[src/rtl/dcs_pkg.sv]
package dcs_pkg;

    typedef enum logic {
        ST_ARMED = 1'b0,
        ST_LOAD  = 1'b1
    } dcs_state_e;

    typedef enum logic [1:0] {
        ACT_HOLD  = 2'd0,
        ACT_LOAD  = 2'd1,
        ACT_SHIFT = 2'd2
    } dcs_act_e;

endpackage

[src/rtl/dcs_sync.sv]
module dcs_sync #(
    parameter int               WIDTH   = 1,
    parameter int               STAGES  = 2,
    parameter logic [WIDTH-1:0] RST_VAL = '0
) (
    input  logic             clk,
    input  logic             rst_n,
    input  logic [WIDTH-1:0] d,
    output logic [WIDTH-1:0] q
);

    logic [WIDTH-1:0] chain [STAGES];

    for (genvar g = 0; g < STAGES; g++) begin : g_stage
        if (g == 0) begin : g_first
            always_ff @(posedge clk) begin
                if (!rst_n) chain[g] <= RST_VAL;
                else        chain[g] <= d;
            end
        end else begin : g_next
            always_ff @(posedge clk) begin
                if (!rst_n) chain[g] <= RST_VAL;
                else        chain[g] <= chain[g-1];
            end
        end
    end

    assign q = chain[STAGES-1];

endmodule

[src/rtl/dcs_ctrl.sv]
module dcs_ctrl
    import dcs_pkg::*;
(
    input  logic     clk,
    input  logic     rst_n,
    input  logic     load_n_s,
    input  logic     ck_a_s,
    input  logic     ck_b_s,
    output dcs_act_e act
);

    dcs_state_e state_q, state_d;
    logic       merged, merged_q, rise;

    assign merged = ck_a_s | ck_b_s;
    assign rise   = merged & ~merged_q;

    // state register and edge history
    always_ff @(posedge clk) begin
        if (!rst_n) begin
            state_q  <= ST_ARMED;
            merged_q <= 1'b0;
        end else begin
            state_q  <= state_d;
            merged_q <= merged;
        end
    end

    // transitions
    always_comb begin
        state_d = state_q;
        unique case (state_q)
            ST_LOAD:  state_d = load_n_s ? ST_ARMED : ST_LOAD;  // T_RELEASE / T_STAY_LOAD
            ST_ARMED: state_d = load_n_s ? ST_ARMED : ST_LOAD;  // T_RUN / T_ENTER_LOAD
            default:  state_d = ST_ARMED;
        endcase
    end

    // action per cycle
    always_comb begin
        act = ACT_HOLD;
        unique case (state_q)
            ST_LOAD: begin
                if (!load_n_s) act = ACT_LOAD;   // release cycle holds
            end
            ST_ARMED: begin
                if (!load_n_s) act = ACT_LOAD;
                else if (rise) act = ACT_SHIFT;
            end
            default: act = ACT_HOLD;
        endcase
    end

    p_load_enters_state_r3: assert property (@(posedge clk) disable iff (!rst_n)
        !load_n_s |=> state_q == ST_LOAD);

    p_release_no_shift_r10: assert property (@(posedge clk) disable iff (!rst_n)
        (state_q == ST_LOAD) |-> act != ACT_SHIFT);

    p_gate_blocks_r6: assert property (@(posedge clk) disable iff (!rst_n)
        ($past(ck_a_s) && ck_a_s) || ($past(ck_b_s) && ck_b_s) |-> act != ACT_SHIFT);

endmodule

[src/rtl/dcs_stages.sv]
module dcs_stages
    import dcs_pkg::*;
#(
    parameter int WIDTH = 8
) (
    input  logic             clk,
    input  logic             rst_n,
    input  dcs_act_e         act,
    input  logic [WIDTH-1:0] par,
    input  logic             ser,
    output logic [WIDTH-1:0] stages
);

    always_ff @(posedge clk) begin
        if (!rst_n) begin
            stages <= '0;
        end else begin
            unique case (act)
                ACT_LOAD:  stages <= par;
                ACT_SHIFT: stages <= {stages[WIDTH-2:0], ser};
                default:   stages <= stages;
            endcase
        end
    end

    p_load_copies_r2: assert property (@(posedge clk) disable iff (!rst_n)
        act == ACT_LOAD |=> stages == $past(par));

    p_shift_moves_r7: assert property (@(posedge clk) disable iff (!rst_n)
        act == ACT_SHIFT |=> stages == {$past(stages[WIDTH-2:0]), $past(ser)});

    p_hold_stable_r6: assert property (@(posedge clk) disable iff (!rst_n)
        act == ACT_HOLD |=> $stable(stages));

endmodule

[src/rtl/dual_clock_shifter.sv]
module dual_clock_shifter
    import dcs_pkg::*;
#(
    parameter int WIDTH       = 8,
    parameter int SYNC_STAGES = 2
) (
    input  logic             clk,
    input  logic             rst_n,
    input  logic             load_n,
    input  logic [WIDTH-1:0] par_data,
    input  logic             ser_in,
    input  logic             ck_a,
    input  logic             ck_b,
    output logic             q_top,
    output logic             q_top_n
);

    localparam int         CTL_W   = 4;
    localparam logic [3:0] CTL_RST = 4'b1000;   // load inactive, clocks low

    logic [CTL_W-1:0] ctl_s;
    logic [WIDTH-1:0] par_s;
    logic [WIDTH-1:0] stages;
    dcs_act_e         act;

    dcs_sync #(.WIDTH(CTL_W), .STAGES(SYNC_STAGES), .RST_VAL(CTL_RST)) u_sync_ctl (
        .clk   (clk),
        .rst_n (rst_n),
        .d     ({load_n, ser_in, ck_a, ck_b}),
        .q     (ctl_s)
    );

    dcs_sync #(.WIDTH(WIDTH), .STAGES(SYNC_STAGES), .RST_VAL('0)) u_sync_par (
        .clk   (clk),
        .rst_n (rst_n),
        .d     (par_data),
        .q     (par_s)
    );

    dcs_ctrl u_ctrl (
        .clk      (clk),
        .rst_n    (rst_n),
        .load_n_s (ctl_s[3]),
        .ck_a_s   (ctl_s[1]),
        .ck_b_s   (ctl_s[0]),
        .act      (act)
    );

    dcs_stages #(.WIDTH(WIDTH)) u_stages (
        .clk    (clk),
        .rst_n  (rst_n),
        .act    (act),
        .par    (par_s),
        .ser    (ctl_s[2]),
        .stages (stages)
    );

    assign q_top   = stages[WIDTH-1];
    assign q_top_n = ~stages[WIDTH-1];

    p_shift_on_edge_r4: assert property (@(posedge clk) disable iff (!rst_n)
        act == ACT_SHIFT |-> ((ctl_s[1] | ctl_s[0]) && !$past(ctl_s[1] | ctl_s[0])));

    p_reset_clears_r1: assert property (@(posedge clk)
        !rst_n |=> (q_top == 1'b0) && (q_top_n == 1'b1));

    p_complement_r8: assert property (@(posedge clk) disable iff (!rst_n)
        q_top_n != q_top);

endmodule

[config.mk]
export PLATFORM = sky130hd
export DESIGN_NAME = dual_clock_shifter
export DESIGN_NICKNAME = d
export VERILOG_FILES = /design/src/rtl/dcs_pkg.sv /design/src/rtl/dcs_sync.sv /design/src/rtl/dcs_ctrl.sv /design/src/rtl/dcs_stages.sv /design/src/rtl/dual_clock_shifter.sv
export SDC_FILE = /design/constraint.sdc
export NUM_CORES = 1
export LEC_CHECK = 0
export ABC_AREA = 1
export BUFFER_PORTS_ARGS = -buffer_cell sky130_fd_sc_hd__buf_2
export CORE_ASPECT_RATIO = 1.5
export CORE_MARGIN = 8
export CORE_UTILIZATION = 40
export DETAILED_ROUTE_END_ITERATION = 12
export GPL_ROUTABILITY_DRIVEN = 1
export PLACE_DENSITY_LB_ADDON = 0.2
export SYNTH_ARGS = -nofsm -noshare
export SYNTH_HDL_FRONTEND = slang
export SYNTH_HIERARCHICAL = 1
export SYNTH_SLANG_ARGS = --single-unit
[constraint.sdc]
create_clock -name clk -period 1.22 [get_ports clk]
set_input_delay 0.122 -clock clk [delete_from_list [all_inputs] [get_ports clk]]
set_output_delay 0.122 -clock clk [all_outputs]
set_load 0.02 [all_outputs]
==> metrics.yaml, run 1 <==
outcome:
  status: "finished with violations"
  failed_checks: "negative setup slack"
clock_tree:
  cts-htree-levels: 2
  hold_buffers: 0
  clockBufferDepth: 2
  numCtsBuffers: 5
  clock-sinks: 34
  clock_latency_ps: 280
  cts-root-buf: "clkbuf_8"
  tritoncts: "built"
  path_clk_slew_ps: 70
routing:
  wl_met2_um: 1100
  highest_layer: "met4"
  ant_nets: 0
  vias_per_cell: 4.05
  met3_length_um: 77
  drc: 0
  first_pass_iters: 4
  wl_met1_um: 837
  wl_um: 2060
  drt_iter0_markers: 25
  vias: 883
  wire_per_inst_um: 9.44
logic_synthesis:
  postSynthNetCount: 172
  postSynthCellCount: 157
  synth_top_area_share_pct: 55.5
  avgSynthCellArea_sq_um: 7.82
  yosysSeqAreaShare_pct: 55.5
  synth.area.top_cells: "dfxtp_1, inv_1, nand2_1, nor2_1, nand2_2"
  synth_top_cell_by_area: "dfxtp_1"
  yosys_warnings: 6
  synth_cell_types: 15
  synth_seq_cells: 34
  syn_area_sq_mm: 0.00123
pwr:
  peakVddDrop_uv: 949
  leakage_nw: 0.858
  power_density_mw_per_mm2: 1480
  finalPower_w: 0.00231
cells_and_area:
  nets: 193
  fillers: 294
  layout_commonest_cell: "inv_1"
  layout_common_cells: "inv_1, dfxtp_1, nand2_1"
  final_cell_count_no_fill: 218
  syn_to_final_growth_pct: 27.4
  n_antenna_cell: 0
  drive_gt1_share_pct: 34.1
  regArea_sq_um: 686
  multi_input_comb_area_sq_um: 438
worst_setup_path:
  cp_max_fo: 8
  critPathSlowestCell: "dfxtp_2"
  cp.required_ps: 1390
  slowest_delay_ps: 330
  path_cells: "nor2_4, nor2_4, ha_4, inv_8, o21ai_0, nor2_1"
  cp-end-kind: "register"
  crit_top_cell: "nor2_4"
  crit_arrival_ps: 1400
  crit_type: "register to register"
  critPathLaunchType: "register"
grt:
  track_usage_pct: 7.67
  grt_overflow: 0
  grt_max_degree: 19
  grt_pass1_vias: 780
  antenna_found_initial: 0
  grt_pass1_wl_um: 2960
die:
  rows: 24
  core_area_sq_mm: 0.00291
  pin_count: 16
  start_util_pct: 42.1
  die_x_um: 61.2
  die_h_um: 83.8
  die_area_sq_mm: 0.00513
sta:
  setup_ws_ps: -9.13
  hold_viol: 0
  fin_crit_ps: 1230
  fin_skew_ps: 8.05
  setup-tns-final_ps: -9.13
  fmax_mhz: 814
  rsz0062_at_grt: "yes"
  finalCritPeriodShare_pct: 101
  timing.hold.ws_ps: 12.9
  worst_pin_slew_ps: 291
  setup_violations: 1
  slew_headroom_pct: 80.6
  slew_viol_final: 0
placed_design:
  dp_hpwl_um: 1190
  portBuffers: 15
  place_congestion: 0.717
  placed_cells: 208
run:
  maxCapViolCount: 0
hold_path:
  hp-class: "primary input to register"
## Yosys cell counts, drive strengths merged
| master | instances |
|---|---|
| nand3 | 1 |
| buf | 6 |
| o21ai | 8 |
| inv | 39 |
| dfxtp | 34 |
| ha | 1 |
| nand2 | 40 |
| nor2 | 28 |
## worst max-delay path: cells and delay by family (launching register included)
| kind | cells | cell delay, ps |
|---|---|---|
| flip-flops | 1 | 330 |
| adder cells (fa/ha/maj) | 1 | 320 |
| AND/OR/NAND/NOR | 3 | 250 |
| AO/OA/AOI/OAI | 1 | 150 |
| buffers and inverters | 1 | 60 |
## layer usage
layer  vias up  track usage (%)
met5         -                0
met4         0             5.12
met3         5             3.86
met2        14             12.0
met1       386             7.43
li1        478                -
## cell type report
cell class | count | share of cell area, %
Sequential cell | 34 | 43.8
Timing Repair inverter | 1 | 0.720
Multi-Input combinational cell | 78 | 28.0
Timing Repair Buffer | 19 | 8.64
Inverter | 39 | 9.84
Clock buffer | 7 | 5.52
Tap cell | 39 | 3.12
Clock inverter | 1 | 0.320
## where the power goes
group / switching, W / internal (W) / total [W]
combinational: 0.000158 / 0.000125 / 0.000283
clock: 0.000365 / 0.000454 / 0.000819
sequential: 0.0000323 / 0.00118 / 0.00121
total: 0.000555 / 0.00176 / 0.00231
## per-stage QoR
stage	util [%]	setup WS, ps	cell area [sq um]
global route	53.7	-79.9	1560
CTS	48.5	-37.5	1410
global placement	45.3	-41.2	1320
floorplan	-	-0.213	1230
detailed placement	45.3	-58.4	1320
finish	53.7	-9.13	1560
## logic make-up after synthesis
logic type                 synth area share [%]
and+or+nand+nor                            22.8
buffers and inverters                      17.4
DFF                                        55.5
AOI/OAI and AO/OA                          3.26
adders and majority gates                  1.02
## flip-flops by register name (all words and copies together) (netlist names)
name	cells
u_ctrl/merged_q	1
u_ctrl/state_q	1
u_stages/stages	8
u_sync_ctl/chain	8
u_sync_par/chain	16
## worst paths after layout
check | startpoint | end | slack (ps) | depth (start not counted)
setup / recovery | u_sync_ctl/chain[1][1] | u_stages/stages[6] | -9 | 6
hold / removal | load_n | u_sync_ctl/chain[0][3] | 10 | 3
setup reg to reg | u_sync_ctl/chain[1][1] | u_stages/stages[6] | -9 | 6
hold reg to reg | u_sync_ctl/chain[0][2] | u_sync_ctl/chain[1][2] | 400 | 2
## what timing repair did
item / in CTS / in global routing
gates resized for setup: 1 / 44
buffers inserted: 0 / 0
pin swaps: 2 / 16
endpoints found under the setup margin: 8 / 8
cloned: 0 / 2
Power figures use the tool's default switching activity.
==> inputs of run 2 (changes only) <==
- CORE_UTILIZATION: 40 -> 25
- PLACE_DENSITY_LB_ADDON: 0.2 -> not set
==> metrics.yaml, run 2 (synthesis results as in run 1) <==
worst_setup_path:
  crit_top_cell: "nor2_4"
  critPathSlowestCell: "dfxtp_1"
  reg2reg_from: "u_sync_ctl/chain[1][0]"
  critPathLaunchType: "register"
  crit_arrival_ps: 1390  # about the same
  cp_max_fo: 8  # unchanged
  worstSetupStartpoint: "u_sync_ctl/chain[1][0]"
  path_cells: "nor2_4, nor2_4, ha_4, clkbuf_16, nand2_1, nand2_2, nor2_2, nor2_1"
  cp-end-kind: "register"
  slowest_delay_ps: 320  # about the same
  crit_type: "register to register"
  cp.required_ps: 1390  # about the same
hold_path:
  hp-start: "ck_a"
  hp-class: "primary input to register"
placed_design:
  place_congestion: 0.676  # -5.7%
  pre_cts_ws_ps: -81.4  # -23.0 ps
  portBuffers: 15  # unchanged
  postPlaceCellArea_sq_mm: 0.00135  # +2.6%
  dp_hpwl_um: 1260  # +5.9%
cells_and_area:
  layout_commonest_cell: "inv_1"
  top_regs: "u_sync_par/chain x16, u_stages/stages x8, u_sync_ctl/chain x8"
  syn_to_final_growth_pct: 30.1
  largest_reg_flops: 16  # unchanged
  layout_common_cells: "inv_1, dfxtp_1, nand2_1"
  drive_gt1_share_pct: 34.8  # +0.73 points
  nets: 195  # +1.0%
  regMostFlops: "u_sync_par/chain"
  n_antenna_cell: 0  # unchanged
  final_area_sq_mm: 0.00160  # +2.1%
sta:
  slew_headroom_pct: 75.5  # -5.1 points
  finalCritPeriodShare_pct: 99.5  # -1.3 points
  worst_pin_slew_ps: 367  # +76.4 ps
  slew_viol_final: 0  # unchanged
  fin_crit_ps: 1210  # -15.4 ps
  hold_viol: 0  # unchanged
  setup_ws_ps: 6.31  # +15.4 ps
  fmax_mhz: 824  # +1.3%
  setup_violations: 0  # -1
  rsz0062_at_grt: "yes"
  fin_skew_ps: 8.62  # +0.570 ps
  setup-tns-final_ps: 0  # +9.13 ps
die:
  die_h_um: 102  # +21%
  rows: 31  # +29%
  pin_count: 16  # unchanged
  die_area_sq_mm: 0.00745  # +45%
  die_x_um: 73.2  # +20%
  start_util_pct: 25.7  # -16 points
  core_area_sq_mm: 0.00477  # +64%
routing:
  first_pass_iters: 4  # unchanged
  drt_iter0_markers: 14  # -44%
  drc: 0  # unchanged
  wire_per_inst_um: 7.91  # -16%
  vias: 894  # +1.2%
  ant_nets: 0  # unchanged
  wl_um: 1950  # -5.0%
  vias_per_cell: 3.62  # -11%
grt:
  grt_use_met1_pct: 4.92  # -2.5 points
  track_usage_pct: 5.59  # -2.1 points
  grt.met2_usage_pct: 9.54  # -2.5 points
  antenna_found_initial: 0  # unchanged
  busiest_layer: "met2"
  met3_usage_pct: 1.87  # -2.0 points
  grt_pass1_vias: 811  # +4.0%
  grt_overflow: 0  # unchanged
  grt_pass1_wl_um: 3150  # +6.3%
  grt_max_degree: 21  # +2
pwr:
  leakage_nw: 0.851  # -0.81%
  peakVddDrop_uv: 829  # -13%
  power_density_mw_per_mm2: 1440  # -2.6%
clock_tree:
  path_clk_slew_ps: 70  # about the same
  tritoncts: "built"
  numCtsBuffers: 5  # unchanged
  clockBufferDepth: 2  # unchanged
  cts-root-buf: "clkbuf_8"
  cts-htree-levels: 2  # unchanged
  clock_latency_ps: 280  # about the same
  clock-sinks: 34  # unchanged
run:
  maxCapViolCount: 0  # unchanged
outcome:
  status: "completed"
[run 2: final timing paths]
path | cells after the start | slack (ps) | to
max | 8 | 6 | u_stages/stages[2]
min | 3 | 20 | u_sync_ctl/chain[0][1]
max reg2reg | 8 | 6 | u_stages/stages[2]
min reg2reg | 2 | 400 | u_sync_par/chain[1][5]
[run 2: stage by stage]
step	utilization [%]	hold WS [ps]	instances	power (W)
CTS	30.6	13.2	244	0.00226
floorplan	-	207	157	0.00138
global route	33.5	21.9	247	0.00243
finish	33.5	23.9	247	0.00230
global placement	28.4	292	235	0.00142
detailed placement	28.4	296	235	0.00142
[run 2: what timing repair did]
action,in CTS,in global routing
resized for setup,3,35
endpoints found under the setup margin,8,8
pin swaps,0,20
gates cloned,0,2
buffers inserted,0,1
hold endpoints to repair,1,0
hold buffers,1,0
[run 2: layout make-up]
| cell class | count | area, sq um |
|---|---|---|
| multi-input combinational | 78 | 422 |
| clock buffer | 7 | 86.3 |
| tap | 66 | 82.6 |
| timing repair buffer | 21 | 153 |
| clock inverter | 1 | 5.00 |
| fill | 502 | 3170 |
| inverter | 39 | 154 |
| timing repair inverter | 1 | 11.3 |
| sequential | 34 | 683 |
[run 2: worst max-delay path: cells and delay by family, from the launching register on]
kind / cells / cell delay, ps
flip-flops: 1 / 320
buffers and inverters: 1 / 160
AND/OR/NAND/NOR: 6 / 460
adder cells (fa/ha/maj): 1 / 170
[run 2: report_power, final]
| group | switching [W] | internal, W | total, W |
|---|---|---|---|
| sequential | 0.0000298 | 0.00118 | 0.00121 |
| clock | 0.000361 | 0.000454 | 0.000815 |
| combinational | 0.000150 | 0.000125 | 0.000276 |
[run 2: layer usage]
| metal | share of wire [%] | up-vias |
|---|---|---|
| li1 | - | 485 |
| met1 | 40 | 389 |
| met2 | 55 | 16 |
| met3 | 2.7 | 4 |
| met4 | 2.9 | 0 |
| met5 | 0 | - |
